**config.mk**
```make
export PLATFORM = sky130hd
export DESIGN_NAME = dsio_seq
export DESIGN_NICKNAME = d
export VERILOG_FILES = /design/src/rtl/dsio_pkg.sv /design/src/rtl/dsio_lane_calc.sv /design/src/rtl/dsio_pkt_build.sv /design/src/rtl/dsio_reply_filter.sv /design/src/rtl/dsio_seq.sv
export SDC_FILE = /design/constraint.sdc
export NUM_CORES = 1
export LEC_CHECK = 0
export BUFFER_PORTS_ARGS = -buffer_cell sky130_fd_sc_hd__buf_2
export CAP_MARGIN = 40
export CORE_ASPECT_RATIO = 0.8
export CORE_MARGIN = 1
export CORE_UTILIZATION = 48
export CTS_CLUSTER_DIAMETER = 100
export CTS_CLUSTER_SIZE = 8
export DETAILED_ROUTE_END_ITERATION = 6
export GPL_TIMING_DRIVEN = 0
export PLACE_DENSITY = 0.84
export SLEW_MARGIN = 5
export SYNTH_ARGS = -nofsm -noshare
export SYNTH_HDL_FRONTEND = slang
export SYNTH_SLANG_ARGS = --single-unit
```
**constraint.sdc**
```tcl
create_clock -name clk -period 2.8 [get_ports clk]
set_input_delay 0.56 -clock clk [delete_from_list [all_inputs] [get_ports clk]]
set_output_delay 0.56 -clock clk [all_outputs]
set_load 0.05 [all_outputs]
```
**src/rtl/dsio_pkg.sv**
```systemverilog
package dsio_pkg;
  typedef enum logic [2:0] {
    ST_IDLE,
    ST_ADDR0,
    ST_ADDR1,
    ST_DATA,
    ST_NEXT,
    ST_WAIT
  } dsio_state_e;
endpackage

```
**src/rtl/dsio_lane_calc.sv**
```systemverilog
// Derives lane enables, byte count and last-beat flag from the bytes remaining.
module dsio_lane_calc #(
  parameter int BEAT_BYTES = 4,
  parameter int CNT_W      = 8,
  localparam int NB_W      = $clog2(BEAT_BYTES + 1)
) (
  input  logic [CNT_W-1:0]      rem,
  output logic [BEAT_BYTES-1:0] be,
  output logic [NB_W-1:0]       nb,
  output logic                  last
);
  for (genvar i = 0; i < BEAT_BYTES; i++) begin : g_lane
    assign be[i] = (rem > CNT_W'(i));
  end

  always_comb begin
    if (rem >= CNT_W'(BEAT_BYTES)) nb = NB_W'(BEAT_BYTES);
    else                           nb = rem[NB_W-1:0];
    last = (rem <= CNT_W'(BEAT_BYTES));
  end
endmodule

```
**src/rtl/dsio_pkt_build.sv**
```systemverilog
// Forms the address beat word: a plain address for memory-mapped accesses, or one of two packets.
module dsio_pkt_build #(
  parameter int ADDR_W = 32,
  parameter int SEG_W  = 24,
  parameter int TAG_W  = 4,
  parameter int CNT_W  = 8,
  localparam int SEG_HI_W = SEG_W / 2,
  localparam int SEG_LO_W = SEG_W - SEG_HI_W,
  localparam int LOW_W    = ADDR_W - SEG_LO_W,
  localparam int PAD_W    = ADDR_W - SEG_HI_W - TAG_W - CNT_W - 1
) (
  input  logic              io,
  input  logic              pkt_sel,
  input  logic [SEG_W-1:0]  seg,
  input  logic [TAG_W-1:0]  tag,
  input  logic [CNT_W-1:0]  cnt,
  input  logic              wr,
  input  logic [ADDR_W-1:0] addr,
  output logic [ADDR_W-1:0] word
);
  logic [ADDR_W-1:0] pkt0, pkt1;

  assign pkt0 = {seg[SEG_W-1 -: SEG_HI_W], tag, cnt, wr, {PAD_W{1'b0}}};
  assign pkt1 = {seg[SEG_LO_W-1:0], addr[LOW_W-1:0]};

  always_comb begin
    if (!io)         word = addr;
    else if (pkt_sel) word = pkt1;
    else             word = pkt0;
  end
endmodule

```
**src/rtl/dsio_reply_filter.sv**
```systemverilog
// Accepts a reply only while waiting and only with the current sender tag.
module dsio_reply_filter #(
  parameter int TAG_W = 4
) (
  input  logic             armed,
  input  logic             rep_valid,
  input  logic [TAG_W-1:0] rep_tag,
  input  logic [TAG_W-1:0] cur_tag,
  output logic             hit
);
  assign hit = armed && rep_valid && (rep_tag == cur_tag);
endmodule

```
**src/rtl/dsio_seq.sv**
```systemverilog
module dsio_seq
  import dsio_pkg::*;
#(
  parameter int ADDR_W     = 32,
  parameter int SEG_W      = 24,
  parameter int TAG_W      = 4,
  parameter int MAX_BYTES  = 128,
  parameter int BEAT_BYTES = 4,
  localparam int CNT_W     = $clog2(MAX_BYTES + 1),
  localparam int DATA_W    = 8 * BEAT_BYTES,
  localparam int NB_W      = $clog2(BEAT_BYTES + 1),
  localparam int OP_W      = 3 + NB_W
) (
  input  logic              clk,
  input  logic              rst_n,
  input  logic              req_valid,
  output logic              req_ready,
  input  logic              req_io,
  input  logic              req_write,
  input  logic [SEG_W-1:0]  req_seg,
  input  logic [ADDR_W-1:0] req_addr,
  input  logic [CNT_W-1:0]  req_len,
  input  logic              sd_valid,
  output logic              sd_ready,
  input  logic [DATA_W-1:0] sd_data,
  output logic              ld_valid,
  input  logic              ld_ready,
  output logic [DATA_W-1:0] ld_data,
  output logic [BEAT_BYTES-1:0] ld_be,
  output logic              bus_ts,
  output logic              bus_xts,
  output logic              bus_av,
  output logic              bus_apkt,
  output logic [ADDR_W-1:0] bus_addr,
  output logic [OP_W-1:0]   bus_op,
  input  logic              bus_aack,
  output logic              bus_dten,
  output logic [BEAT_BYTES-1:0] bus_be,
  output logic [DATA_W-1:0] bus_wdata,
  input  logic [DATA_W-1:0] bus_rdata,
  input  logic              bus_dack,
  input  logic              rep_valid,
  input  logic [TAG_W-1:0]  rep_tag,
  input  logic              rep_err,
  output logic              done,
  output logic              err
);
  dsio_state_e       st;
  logic              io_q, wr_q;
  logic [SEG_W-1:0]  seg_q;
  logic [ADDR_W-1:0] addr_q;
  logic [CNT_W-1:0]  cnt_q;
  logic [TAG_W-1:0]  tag_q;
  logic [DATA_W-1:0] rdata_q;
  logic              done_q, err_q;

  logic [BEAT_BYTES-1:0] lane_be;
  logic [NB_W-1:0]       lane_nb;
  logic                  lane_last;
  logic [ADDR_W-1:0]     pkt_word;
  logic                  rep_hit;
  logic                  req_bad;
  logic                  xfer;

  dsio_lane_calc #(.BEAT_BYTES(BEAT_BYTES), .CNT_W(CNT_W)) u_lane (
    .rem(cnt_q), .be(lane_be), .nb(lane_nb), .last(lane_last)
  );

  dsio_pkt_build #(.ADDR_W(ADDR_W), .SEG_W(SEG_W), .TAG_W(TAG_W), .CNT_W(CNT_W)) u_pkt (
    .io(io_q), .pkt_sel(st == ST_ADDR1), .seg(seg_q), .tag(tag_q), .cnt(cnt_q),
    .wr(wr_q), .addr(addr_q), .word(pkt_word)
  );

  dsio_reply_filter #(.TAG_W(TAG_W)) u_rep (
    .armed(st == ST_WAIT), .rep_valid(rep_valid), .rep_tag(rep_tag),
    .cur_tag(tag_q), .hit(rep_hit)
  );

  assign req_bad = (req_len == '0) || (req_len > CNT_W'(MAX_BYTES)) ||
                   (!req_io && (req_len > CNT_W'(BEAT_BYTES)));

  // Bus-side decode
  assign req_ready = (st == ST_IDLE);
  assign bus_av    = (st == ST_ADDR0) || (st == ST_ADDR1);
  assign bus_apkt  = (st == ST_ADDR1);
  assign bus_ts    = (st == ST_ADDR0) && !io_q;
  assign bus_xts   = (st == ST_ADDR0) && io_q;
  assign bus_addr  = bus_av ? pkt_word : '0;
  assign bus_dten  = (st == ST_DATA) && (wr_q ? sd_valid : 1'b1);
  assign bus_be    = (st == ST_DATA) ? lane_be : '0;
  assign bus_wdata = ((st == ST_DATA) && wr_q) ? sd_data : '0;
  assign xfer      = bus_dten && bus_dack;
  assign sd_ready  = (st == ST_DATA) && wr_q && bus_dack;
  assign ld_valid  = (st == ST_NEXT) && !wr_q;
  assign ld_data   = rdata_q;
  assign ld_be     = ld_valid ? lane_be : '0;
  assign done      = done_q;
  assign err       = err_q;

  always_comb begin
    if (st == ST_IDLE)  bus_op = '0;
    else if (io_q)      bus_op = {1'b1, wr_q, lane_last, {NB_W{1'b0}}};
    else                bus_op = {1'b0, wr_q, 1'b0, lane_nb};
  end

  always_ff @(posedge clk or negedge rst_n) begin
    if (!rst_n) begin
      st      <= ST_IDLE;
      io_q    <= 1'b0;
      wr_q    <= 1'b0;
      seg_q   <= '0;
      addr_q  <= '0;
      cnt_q   <= '0;
      tag_q   <= '0;
      rdata_q <= '0;
      done_q  <= 1'b0;
      err_q   <= 1'b0;
    end else begin
      done_q <= 1'b0;
      err_q  <= 1'b0;
      unique case (st)
        ST_IDLE: begin
          if (req_valid) begin
            if (req_bad) begin
              done_q <= 1'b1;
              err_q  <= 1'b1;
            end else begin
              io_q   <= req_io;
              wr_q   <= req_write;
              seg_q  <= req_seg;
              addr_q <= req_addr;
              cnt_q  <= req_len;
              st     <= ST_ADDR0;
            end
          end
        end
        ST_ADDR0: if (bus_aack) st <= io_q ? ST_ADDR1 : ST_DATA;
        ST_ADDR1: if (bus_aack) st <= ST_DATA;
        ST_DATA: begin
          if (xfer) begin
            if (!wr_q) rdata_q <= bus_rdata;
            st <= ST_NEXT;
          end
        end
        ST_NEXT: begin
          if (wr_q || ld_ready) begin
            cnt_q  <= cnt_q - CNT_W'(lane_nb);
            addr_q <= addr_q + ADDR_W'(BEAT_BYTES);
            if (!io_q) begin
              done_q <= 1'b1;
              st     <= ST_IDLE;
            end else if (lane_last) begin
              st <= ST_WAIT;
            end else begin
              st <= ST_ADDR0;
            end
          end
        end
        ST_WAIT: begin
          if (rep_hit) begin
            done_q <= 1'b1;
            err_q  <= rep_err;
            tag_q  <= tag_q + TAG_W'(1);
            st     <= ST_IDLE;
          end
        end
        default: st <= ST_IDLE;
      endcase
    end
  end

  // Assertions
  p_strobe_excl_r1: assert property (@(posedge clk) disable iff (!rst_n)
    !(bus_ts && bus_xts));

  p_cnt_bound_r2: assert property (@(posedge clk) disable iff (!rst_n)
    (st != ST_IDLE && st != ST_WAIT) |-> (cnt_q != '0 && cnt_q <= CNT_W'(MAX_BYTES)));

  p_addr_hold_r4: assert property (@(posedge clk) disable iff (!rst_n)
    (bus_av && !bus_aack) |=> (bus_av && $stable(bus_addr) && $stable(bus_apkt)));

  p_idle_quiet_r6: assert property (@(posedge clk) disable iff (!rst_n)
    req_ready |-> !(bus_av || bus_dten || ld_valid));

  p_wait_stall_r7: assert property (@(posedge clk) disable iff (!rst_n)
    (st == ST_WAIT && !rep_valid) |=> !done);

  p_ld_hold_r9: assert property (@(posedge clk) disable iff (!rst_n)
    (ld_valid && !ld_ready) |=> (ld_valid && $stable(ld_data) && $stable(ld_be)));

  p_err_with_done_r11: assert property (@(posedge clk) disable iff (!rst_n)
    err |-> done);

  p_reject_r12: assert property (@(posedge clk) disable iff (!rst_n)
    (req_valid && req_ready && (req_len == '0 || req_len > CNT_W'(MAX_BYTES)))
      |=> (done && err && !bus_av));
endmodule

```
======== Word-level counts from Yosys, hierarchy flattened ========
Cells that the tools add are included.
operators by class
  multiplexer cells ....................... 37
  magnitude comparators ................... 8
  add/sub/neg operators ................... 3
  reductions and logical operators ........ 25
  bitwise gates (word level) .............. 2
  equal/unequal tests ..................... 13
operators with widths
  cell                     count
  $mux W32                 7
  $pmux W32 S2             1
  $add A32 B3 Y32 const B  1
  $mux W3                  10
  $mux W8                  3
  $pmux W3 S6              1
  $gt A8 B1 Y1 const B     2
  $gt A8 B2 Y1 const B     2
  $pmux W8 S2              1
  $mux W6                  2
  $logic_and A1 B1 Y1      10
  $ne A2 B2 Y1 const B     5
  $ge A8 B3 Y1 const B     1
  $gt A8 B3 Y1 const B     1
  $gt A8 B8 Y1 const B     1
  $le A8 B3 Y1 const B     1
  $logic_not A8 Y1         1
  $mux W1                  8
  $mux W4                  2
  $sub A8 B3 Y8            1
  $reduce_and A7 Y1        1
  $eq A3 B2 Y1 const B     2
  $eq A3 B3 Y1 const B     2
  $reduce_and A3 Y1        2
  other kinds (13)         20
word-level totals
  register bits ........................... 107
  output and inout port bits .............. 120
  word-level logic and storage cells ...... 98

======== Depth between registers and ports, before layout ========
Gate-level depths: netlist of the first run.
  depth after elaboration ................. 6
  depth in mapped cells ................... 11

======== Modules after synthesis ========
Synthesis of the first run repeated with hierarchy kept, for this count alone.
second synthesis, totals
  cell total of the unflattened synthesis .. 666
  area, all modules ....................... 6,403.6 um^2
modules (own cells, without submodules)
  module             cells each  times used  area each (um^2)  sequential area each (um^2)
  dsio_seq           580         1           5,721.7           2,677.6
  dsio_pkt_build     64          1           533.0             0.0
  dsio_lane_calc     14          1           90.1              0.0
  dsio_reply_filter  8           1           58.8              0.0

======== Worst setup path before layout of the first run ========
OpenSTA, ideal clock, no wires.
  kind .................................... register -> output
  start ................................... register st[0]
  end ..................................... output bus_addr[22]
  required time ........................... 2,240 ps
  arrival ................................. 2,715 ps
  setup slack ............................. -475 ps
  cell stages (with the launch flop) ...... 6
  cell sequence ........................... dfrtp_1 -> buf_2 -> nor3b_2 -> buf_2 -> mux2i_1 -> a211oi_1
on the way
  longest elaborated chain between the ends .. 4
RTL lines
  item                    RTL line              text
  start, declared         dsio_seq.sv:48        dsio_state_e st;
  start signal, assigned  dsio_seq.sv:137       ST_ADDR0: if (bus_aack) st <= io_q ? ST_ADDR1 : ST_DATA;
  $eq A3 B2 Y1 (*)        n/a
  via bus_apkt            dsio_seq.sv:33        output logic bus_apkt,
  $mux W32                dsio_pkt_build.sv:28  else if (pkt_sel) word = pkt1;
  $mux W32                dsio_pkt_build.sv:27  if (!io) word = addr;
  $mux W32 (*)            dsio_seq.sv:88        assign bus_addr = bus_av ? pkt_word : '0;
  end, declared           dsio_seq.sv:34        output logic [ADDR_W-1:0] bus_addr,
Mark *: on every way through the listed nets, which the timed path passes. The rest lies on a longest branch.

======== Final worst setup path of the first run ========
  start ................................... register cnt_q[4]
  end ..................................... output bus_op[3]
on the way
  longest elaborated chain between the ends .. 3
RTL lines
  item                    RTL line              text
  start, declared         dsio_seq.sv:52        logic [CNT_W-1:0] cnt_q;
  start signal, assigned  dsio_seq.sv:132       cnt_q <= req_len;
  start signal, assigned  dsio_seq.sv:147       cnt_q <= cnt_q - CNT_W'(lane_nb);
  $le A8 B3 Y1            dsio_lane_calc.sv:19  last = (rem <= CNT_W'(BEAT_BYTES));
  $mux W6                 dsio_seq.sv:102       else if (io_q) bus_op = {1'b1, wr_q, lane_last, {NB_W{1'b0}}};
  $mux W6                 dsio_seq.sv:101       if (st == ST_IDLE) bus_op = '0;
  end, declared           dsio_seq.sv:35        output logic [OP_W-1:0] bus_op,
Every way passes these cells.

==> results of run 1 <==
flip-flops by register name, indices dropped and copies added (netlist names):
signal   flops
tag_q        4
cnt_q        8
addr_q      32
st           3
io_q         1
ld_data     32
wr_q         1
seg_q       24
done         1
err          1
cell usage in the layout, fill, tap and decap left out, types with 4 or more instances in the layout:
master / netlist / layout
o22ai_1: 11 / 11
buf_6: 0 / 8
xnor2_1: 5 / 5
clkbuf_2: 1 / 9
mux2i_1: 13 / 13
nand4_1: 8 / 8
nor4_1: 5 / 4
buf_4: 3 / 15
buf_2: 13 / 257
mux2_2: 60 / 60
nand3_1: 13 / 13
nand2_1: 77 / 77
nand2b_1: 7 / 5
nor2_1: 41 / 40
clkbuf_16: 0 / 9
o21ai_0: 38 / 38
inv_1: 4 / 4
clkbuf_4: 0 / 6
and2_1: 34 / 34
clkbuf_1: 32 / 19
a211oi_4: 0 / 7
a22o_1: 9 / 9
nor3_1: 14 / 12
inv_6: 0 / 4
dfrtp_1: 107 / 107
a31oi_1: 4 / 4
a21oi_1: 52 / 50
o41ai_1: 4 / 4
a211oi_2: 0 / 4
nor2b_1: 6 / 5
nor3b_1: 6 / 6
and3_1: 13 / 13
routing by layer:
metal / GRT usage [%] / up-vias
met5: 0 / -
met4: 10.9 / 0
met3: 6.69 / 47
met2: 53.9 / 377
met1: 43.2 / 3041
li1: - / 2864
cell families after synthesis:
group	after synthesis	synth area share [%]
AOI/OAI and AO/OA	162	17.2
xor gates and xnor gates	7	1.01
adders and majority gates	3	0.619
buffers and inverters	53	3.76
DFF	107	44.2
muxes	73	13.3
other	1	0.0619
and+or+nand+nor	238	19.9
report_power, final:
part	leakage (nW)	internal, mW	switching [mW]
registers	1.30	2.27	0.595
logic	2.52	2.05	4.65
clock network	0.137	0.621	0.630
total	3.96	4.94	5.88
final cells by class:
class | instances | area [sq um]
diodes | 3 | 7.51
plain buffers | 46 | 219
clock buffers | 9 | 225
clock inverters | 7 | 60.1
fillers | 1031 | 4000
inverters | 4 | 15.0
multi-input cells | 484 | 3350
flip-flops and latches | 107 | 2680
well taps | 171 | 214
repair buffers | 271 | 1490
through the flow:
| step | setup slack, ns | total power [mW] | hold slack (ns) | utilization [%] | TNS [ns] |
|---|---|---|---|---|---|
| after floorplan | -0.0898 | 7.49 | 0.264 | - | -0.622 |
| after global placement | -0.432 | 8.96 | 0.482 | 62.7 | -13.21 |
| after detailed placement | -0.0313 | 9.15 | 0.491 | 63.3 | -0.146 |
| after CTS | 0.00957 | 10.6 | 0.151 | 66.6 | 0 |
| after global routing | -0.0277 | 11.3 | 0.166 | 67.4 | -0.0448 |
| final | 0.0494 | 10.8 | 0.142 | 67.4 | 0 |
timing repair:
item / 4_1_cts / 5_1_grt
hold buffers: 0 / 0
resized for setup: 30 / 40
setup endpoints to repair: 75 / 62
setup buffers: 4 / 0
pin swaps: 2 / 1
how the worst min path moves through the flow:
stage,from,end,cells past startpoint
CTS,rst_n,ld_data[29]$_DFFE_PN0P_,1
floorplan,rst_n,addr_q[0]$_DFFE_PN0P_,0
global route,rst_n,ld_data[29]$_DFFE_PN0P_,1
finish,rst_n,ld_data[29]$_DFFE_PN0P_,1
global placement,addr_q[1]$_DFFE_PN0P_,addr_q[1]$_DFFE_PN0P_,1
detailed placement,ld_data[4]$_DFFE_PN0P_,ld_data[4]$_DFFE_PN0P_,1
==> results.md, run 1 <==
- Post-synthesis sequential area ratio: 44.2%
- CP peak stage delay: 0.51 ns
- Status: finished clean
- Pleak: 3.96 nW
- R2r worst-path depth: 6
- 1st-pass router iterations: 6
- Final period utilization: 98.2%
- Max-cap violation count: 0
- Hold Fails Final Rpt: 0
- H-tree depth: 3
- Synth area leaders: dfrtp_1 44%, mux2_2 11%, nand2_1 4.8%
- Top sig layer: met4
- Largest net degree at the start of global routing: 62
- R2r setup slk: 0.20 ns
- Most instantiated cells after synthesis: 107 x dfrtp_1, 77 x nand2_1, 60 x mux2_2, 52 x a21oi_1, 41 x nor2_1
- Syn nets: 790
- Worst Skew: 0.00976 ns
- Placed insts: 1,082
- Max FO, Critical Path: 6
- Die Wd: 128 um
- Final std cell area, no fill: 0.00825 sq mm
- Syn Area/Cell: 9.41 sq um
- Slew HR: 44.3%
- Asr flop ratio synth: 100%
- Die area: 0.0131 sq mm
- Share of cells above drive strength 1: 44.0%
- Post-DR vias/cell: 5.74
- Initial detailed-routing violation count: 669
- Maximum clock rate: 0.364 GHz
- Yosys top cell area share: 44.2%
- Crit end category: primary output
- Ports: 263
- Met3 wire length: 1.98 mm
- Worst Setup Start Kind: flop
- Routability-driven placement congestion ratio: 0.962
- Setup violators final: 0
- Slew Limit Fails: 0
- Final std cells w/o fill: 1,102
- Die Height: 103 um
- FF-to-FF End: ld_data[17]$_DFFE_PN0P_
- Clk slew on worst S/H paths: 0.07 ns
- Total track usage: 32.5%
- Min-delay worst type: in2async
- Residual DRC: 0
- Area growth syn-to-layout: 36.2%
- Port Buffers: 262
- Clk sink count: 107
- Initial antenna violation count: 3
- Remaining Overflow, GRT: 0
- Routed length on met2: 9.82 mm
- Pwr/cell area: 1310 mW/mm^2
- CP bufs+invs: 1
- Post-synth EDFFs: 0
- Synth Register Bits: 107
- VDD IR-drop max: 0.781 mV
- Synth cell types: 59
- Number of global-route vias before repair: 5,915
- Syn Inst Count: 644
- Skew-Pair Late Insertion Delay: 0.35 ns
- Delay-heaviest family, CP: simple AND/OR/NAND/NOR gates
- Synth warnings: 0
- Routed WL per cell: 18.9 um
- Starting Density: 49.5%
- Antenna viol nets, final: 0
- Cell area after placement: 0.00776 sq mm
- Most used DFF post-synth: dfrtp_1
- Critical path class: reg2out
- Slowest-stage cell, CP: or3_1
- WP data required: 2.24 ns
- Post-Syn Area: 0.00606 sq mm
- CTS tree: built
- Minimum clock period: 2.75 ns
- Row cnt: 36
- Max clock buf depth: 2
- Core area: 0.0123 sq mm
- Root Buffer: clkbuf_16
- Total Wirelength: 20.8 mm
- Global-route wire length before repair: 32.2 mm
- Cts bufs inserted: 9
- Cell count along the critical path: 5
- Critical path endpoint: bus_op[3]
- Worst path cell trace: or3_1 -> nor3_4 -> nand3_1 -> nor2_1 -> clkbuf_4
- Nets: 1,069
- Worst Tran Pin Value: 0.825 ns
- Worst r2r src: st[2]$_DFFE_PN0P_
- Met1 WL: 8.52 mm
- WP data arrival: 2.19 ns
- RSZ-0062 raised after global routing: yes
- Count leader, synth: dfrtp_1
- HPWL after DPL: 15.7 mm
- CP startpoint: cnt_q[4]$_DFFE_PN0P_
- Largest area contributor in the netlist: dfrtp_1
- Vias post-DR: 6,329
Note: power is estimated with default switching activity, not from simulation.
==> run 2: changes to the inputs <==
--- a/config.mk
+++ b/config.mk
@@ -14,6 +14,7 @@
 export CTS_CLUSTER_SIZE = 8
 export DETAILED_ROUTE_END_ITERATION = 6
 export GPL_TIMING_DRIVEN = 0
+export HOLD_SLACK_MARGIN = 0.15
 export PLACE_DENSITY = 0.84
 export SLEW_MARGIN = 5
 export SYNTH_ARGS = -nofsm -noshare
==> constraint.sdc (replaced) <==
create_clock -name clk -period 2.56 [get_ports clk]
set_input_delay 0.512 -clock clk [delete_from_list [all_inputs] [get_ports clk]]
set_output_delay 0.512 -clock clk [all_outputs]
set_load 0.05 [all_outputs]
==> run 2 against run 1 <==
Flip-flop and latch count unchanged. Critical path depth up 1. First-iteration DRC count down 23%. Power up 17%. Utilization up 4.0 points. Worst setup slack worse by 0.012 ns. Die area unchanged. Final area up 5.9%. Critical endpoint is now bus_wdata[23]. Highest routed layer unchanged.
==> results.md, run 2 (same netlist as run 1, synthesis figures left out) <==
- 1st-pass router iterations: 5 (-1)
- Setup WS pre-CTS: -0.337 ns (-0.305 ns)
- Root Buffer: clkbuf_16
- Routed WL per cell: 20.2 um (+7.1%)
- Setup violators final: 0 (unchanged)
- WP data required: 2.05 ns (-0.19 ns)
- Multi-input gate area: 0.00351 sq mm (+4.7%)
- Hold_ws: 0.363 ns (+0.221 ns)
- Number of antenna diodes: 0 (-3)
- CP startpoint: st[2]$_DFFE_PN0P_
- Hold_sp: rep_err
- Global-route wire length before repair: 33.0 mm (+2.7%)
- Core area: 0.0123 sq mm (unchanged)
- Antenna viol nets, final: 0 (unchanged)
- Share of cells above drive strength 1: 48.3% (+4.3 points)
- Post-DR vias/cell: 5.86 (+2.1%)
- Final period utilization: 98.6%
- Max-cap violation count: 0 (unchanged)
- Nets: 1,083 (+1.3%)
- CTS tree: built
- Pleak: 4.09 nW (+3.2%)
- WP data arrival: 2.01 ns (-0.18 ns)
- Largest net degree at the start of global routing: 73 (+18%)
- H-tree depth: 3 (unchanged)
- Max FO, Critical Path: 10 (+4)
- Vias post-DR: 6,527 (+3.1%)
- Critical path class: reg2out
- Total power: 12.6 mW (+17%)
- Maximum clock rate: 0.396 GHz
- Status: finished clean
- Most frequent cells in the layout: 209 x buf_2, 107 x dfrtp_1, 76 x nand2_1, 60 x mux2_2, 57 x buf_4
- Residual DRC: 0 (unchanged)
- Worst Setup Start Kind: flop
- Clk slew on worst S/H paths: 0.07 ns (about the same)
- Worst Tran Pin Value: 0.847 ns (+0.0215 ns)
- HPWL after DPL: 16.3 mm (+4.1%)
- Commonest non-fill, non-tap cell in the layout: buf_2
- Initial antenna violation count: 0 (-3)
- Total Wirelength: 22.5 mm (+8.2%)
- Number of global-route vias before repair: 6,024 (+1.8%)
- Initial detailed-routing violation count: 514 (-23%)
- Clk sink count: 107 (unchanged)
- Total track usage: 34.0% (+1.4 points)
- Hold Fails Final Rpt: 0 (unchanged)
- Starting Density: 49.5% (unchanged)
- Die Wd: 128 um (unchanged)
- Min-delay worst type: in2reg
- Slew HR: 42.8% (-1.5 points)
- Minimum clock period: 2.52 ns
- Skew-Pair Late Insertion Delay: 0.35 ns (about the same)
- Row cnt: 36 (unchanged)
- Reg area: 0.00268 sq mm (unchanged)
- Max clock buf depth: 2 (unchanged)
- Cts bufs inserted: 9 (unchanged)
- Worst r2r src: st[1]$_DFFE_PN0P_
- Fillers: 968 (-6.1%)
- Final worst setup slack: 0.0370 ns (-0.0124 ns)
- Die area: 0.0131 sq mm (unchanged)
- Slew Limit Fails: 0 (unchanged)
- Pwr/cell area: 1440 mW/mm^2 (+10%)
- Crit end category: primary output
- Die Height: 103 um (unchanged)
- Worst Skew: 0.00839 ns (-0.00138 ns)
- Area growth syn-to-layout: 44.2%
- Port Buffers: 262 (unchanged)
- Ports: 263 (unchanged)
- Utilization after layout: 71.3% (+4.0 points)
- Setup TNS: 0 ns (unchanged)
- VDD IR-drop max: 1.02 mV (+31%)
- Remaining Overflow, GRT: 0 (unchanged)
- Routability-driven placement congestion ratio: 0.943 (-2.1%)
run 2: what timing repair did:
action                                  in CTS  in global routing
hold buffers                                 1                  0
endpoints found under the setup margin      94                106
gates resized for setup                    105                 53
pin swaps                                    7                  9
gates cloned                                 0                  1
hold endpoints to repair                    35                  0
buffers inserted                            12                  7
run 2: path summary, 6_finish.rpt:
check                      slack (ns)                 endpoint  depth (start not counted)
setup / recovery                 0.04            bus_wdata[23]                          6
hold / removal                   0.36            err$_DFF_PN0_                          2
setup reg to reg                 0.14   addr_q[12]$_DFFE_PN0P_                          7
hold reg to reg                  0.51  ld_data[12]$_DFFE_PN0P_                          1
max in group asynchronous        1.24     seg_q[5]$_DFFE_PN0P_                          3
min in group asynchronous        0.64   ld_data[5]$_DFFE_PN0P_                          2
run 2: through the flow:
| step | std cells | area (sq um) |
|---|---|---|
| after floorplan | 644 | 6220 |
| after global placement | 1077 | 7750 |
| after detailed placement | 1081 | 7810 |
| after CTS | 1106 | 8520 |
| after global routing | 1113 | 8740 |
| final | 1113 | 8740 |
run 2: layer usage:
layer / part of all wire (%) / track usage, % / wire length (um) / vias to the layer above
met2: 47 / 56.8 / 10700 / 401
met5: 0 / 0 / 0 / -
met1: 40 / 44.5 / 9010 / 3154
li1: - / - / - / 2905
met4: 3.3 / 11.0 / 743 / 0
met3: 9.3 / 7.47 / 2090 / 67
run 2: layout make-up:
cell class	count	share of cell area, %
plain buffers	44	3.21
flip-flops and latches	107	30.6
well taps	171	2.45
clock buffers	9	2.58
repair buffers	287	20.2
inverters	4	0.172
multi-input cells	484	40.1
clock inverters	7	0.687
run 2: worst max-delay path, cell delays in order, from the launching register on:
cell and delay, ns:
dfrtp_1 0.43, buf_4 0.20, nand3b_1 0.25, nor2_4 0.18, clkbuf_2 0.21, and2_1 0.15
buf_2 0.26
run 2: power breakdown:
part           switching [mW]  total (mW)  internal [mW]
Clock                   0.672        1.35          0.677
Combinational            5.27        8.04           2.77
Sequential              0.751        3.24           2.49
Total                    6.69        12.6           5.93
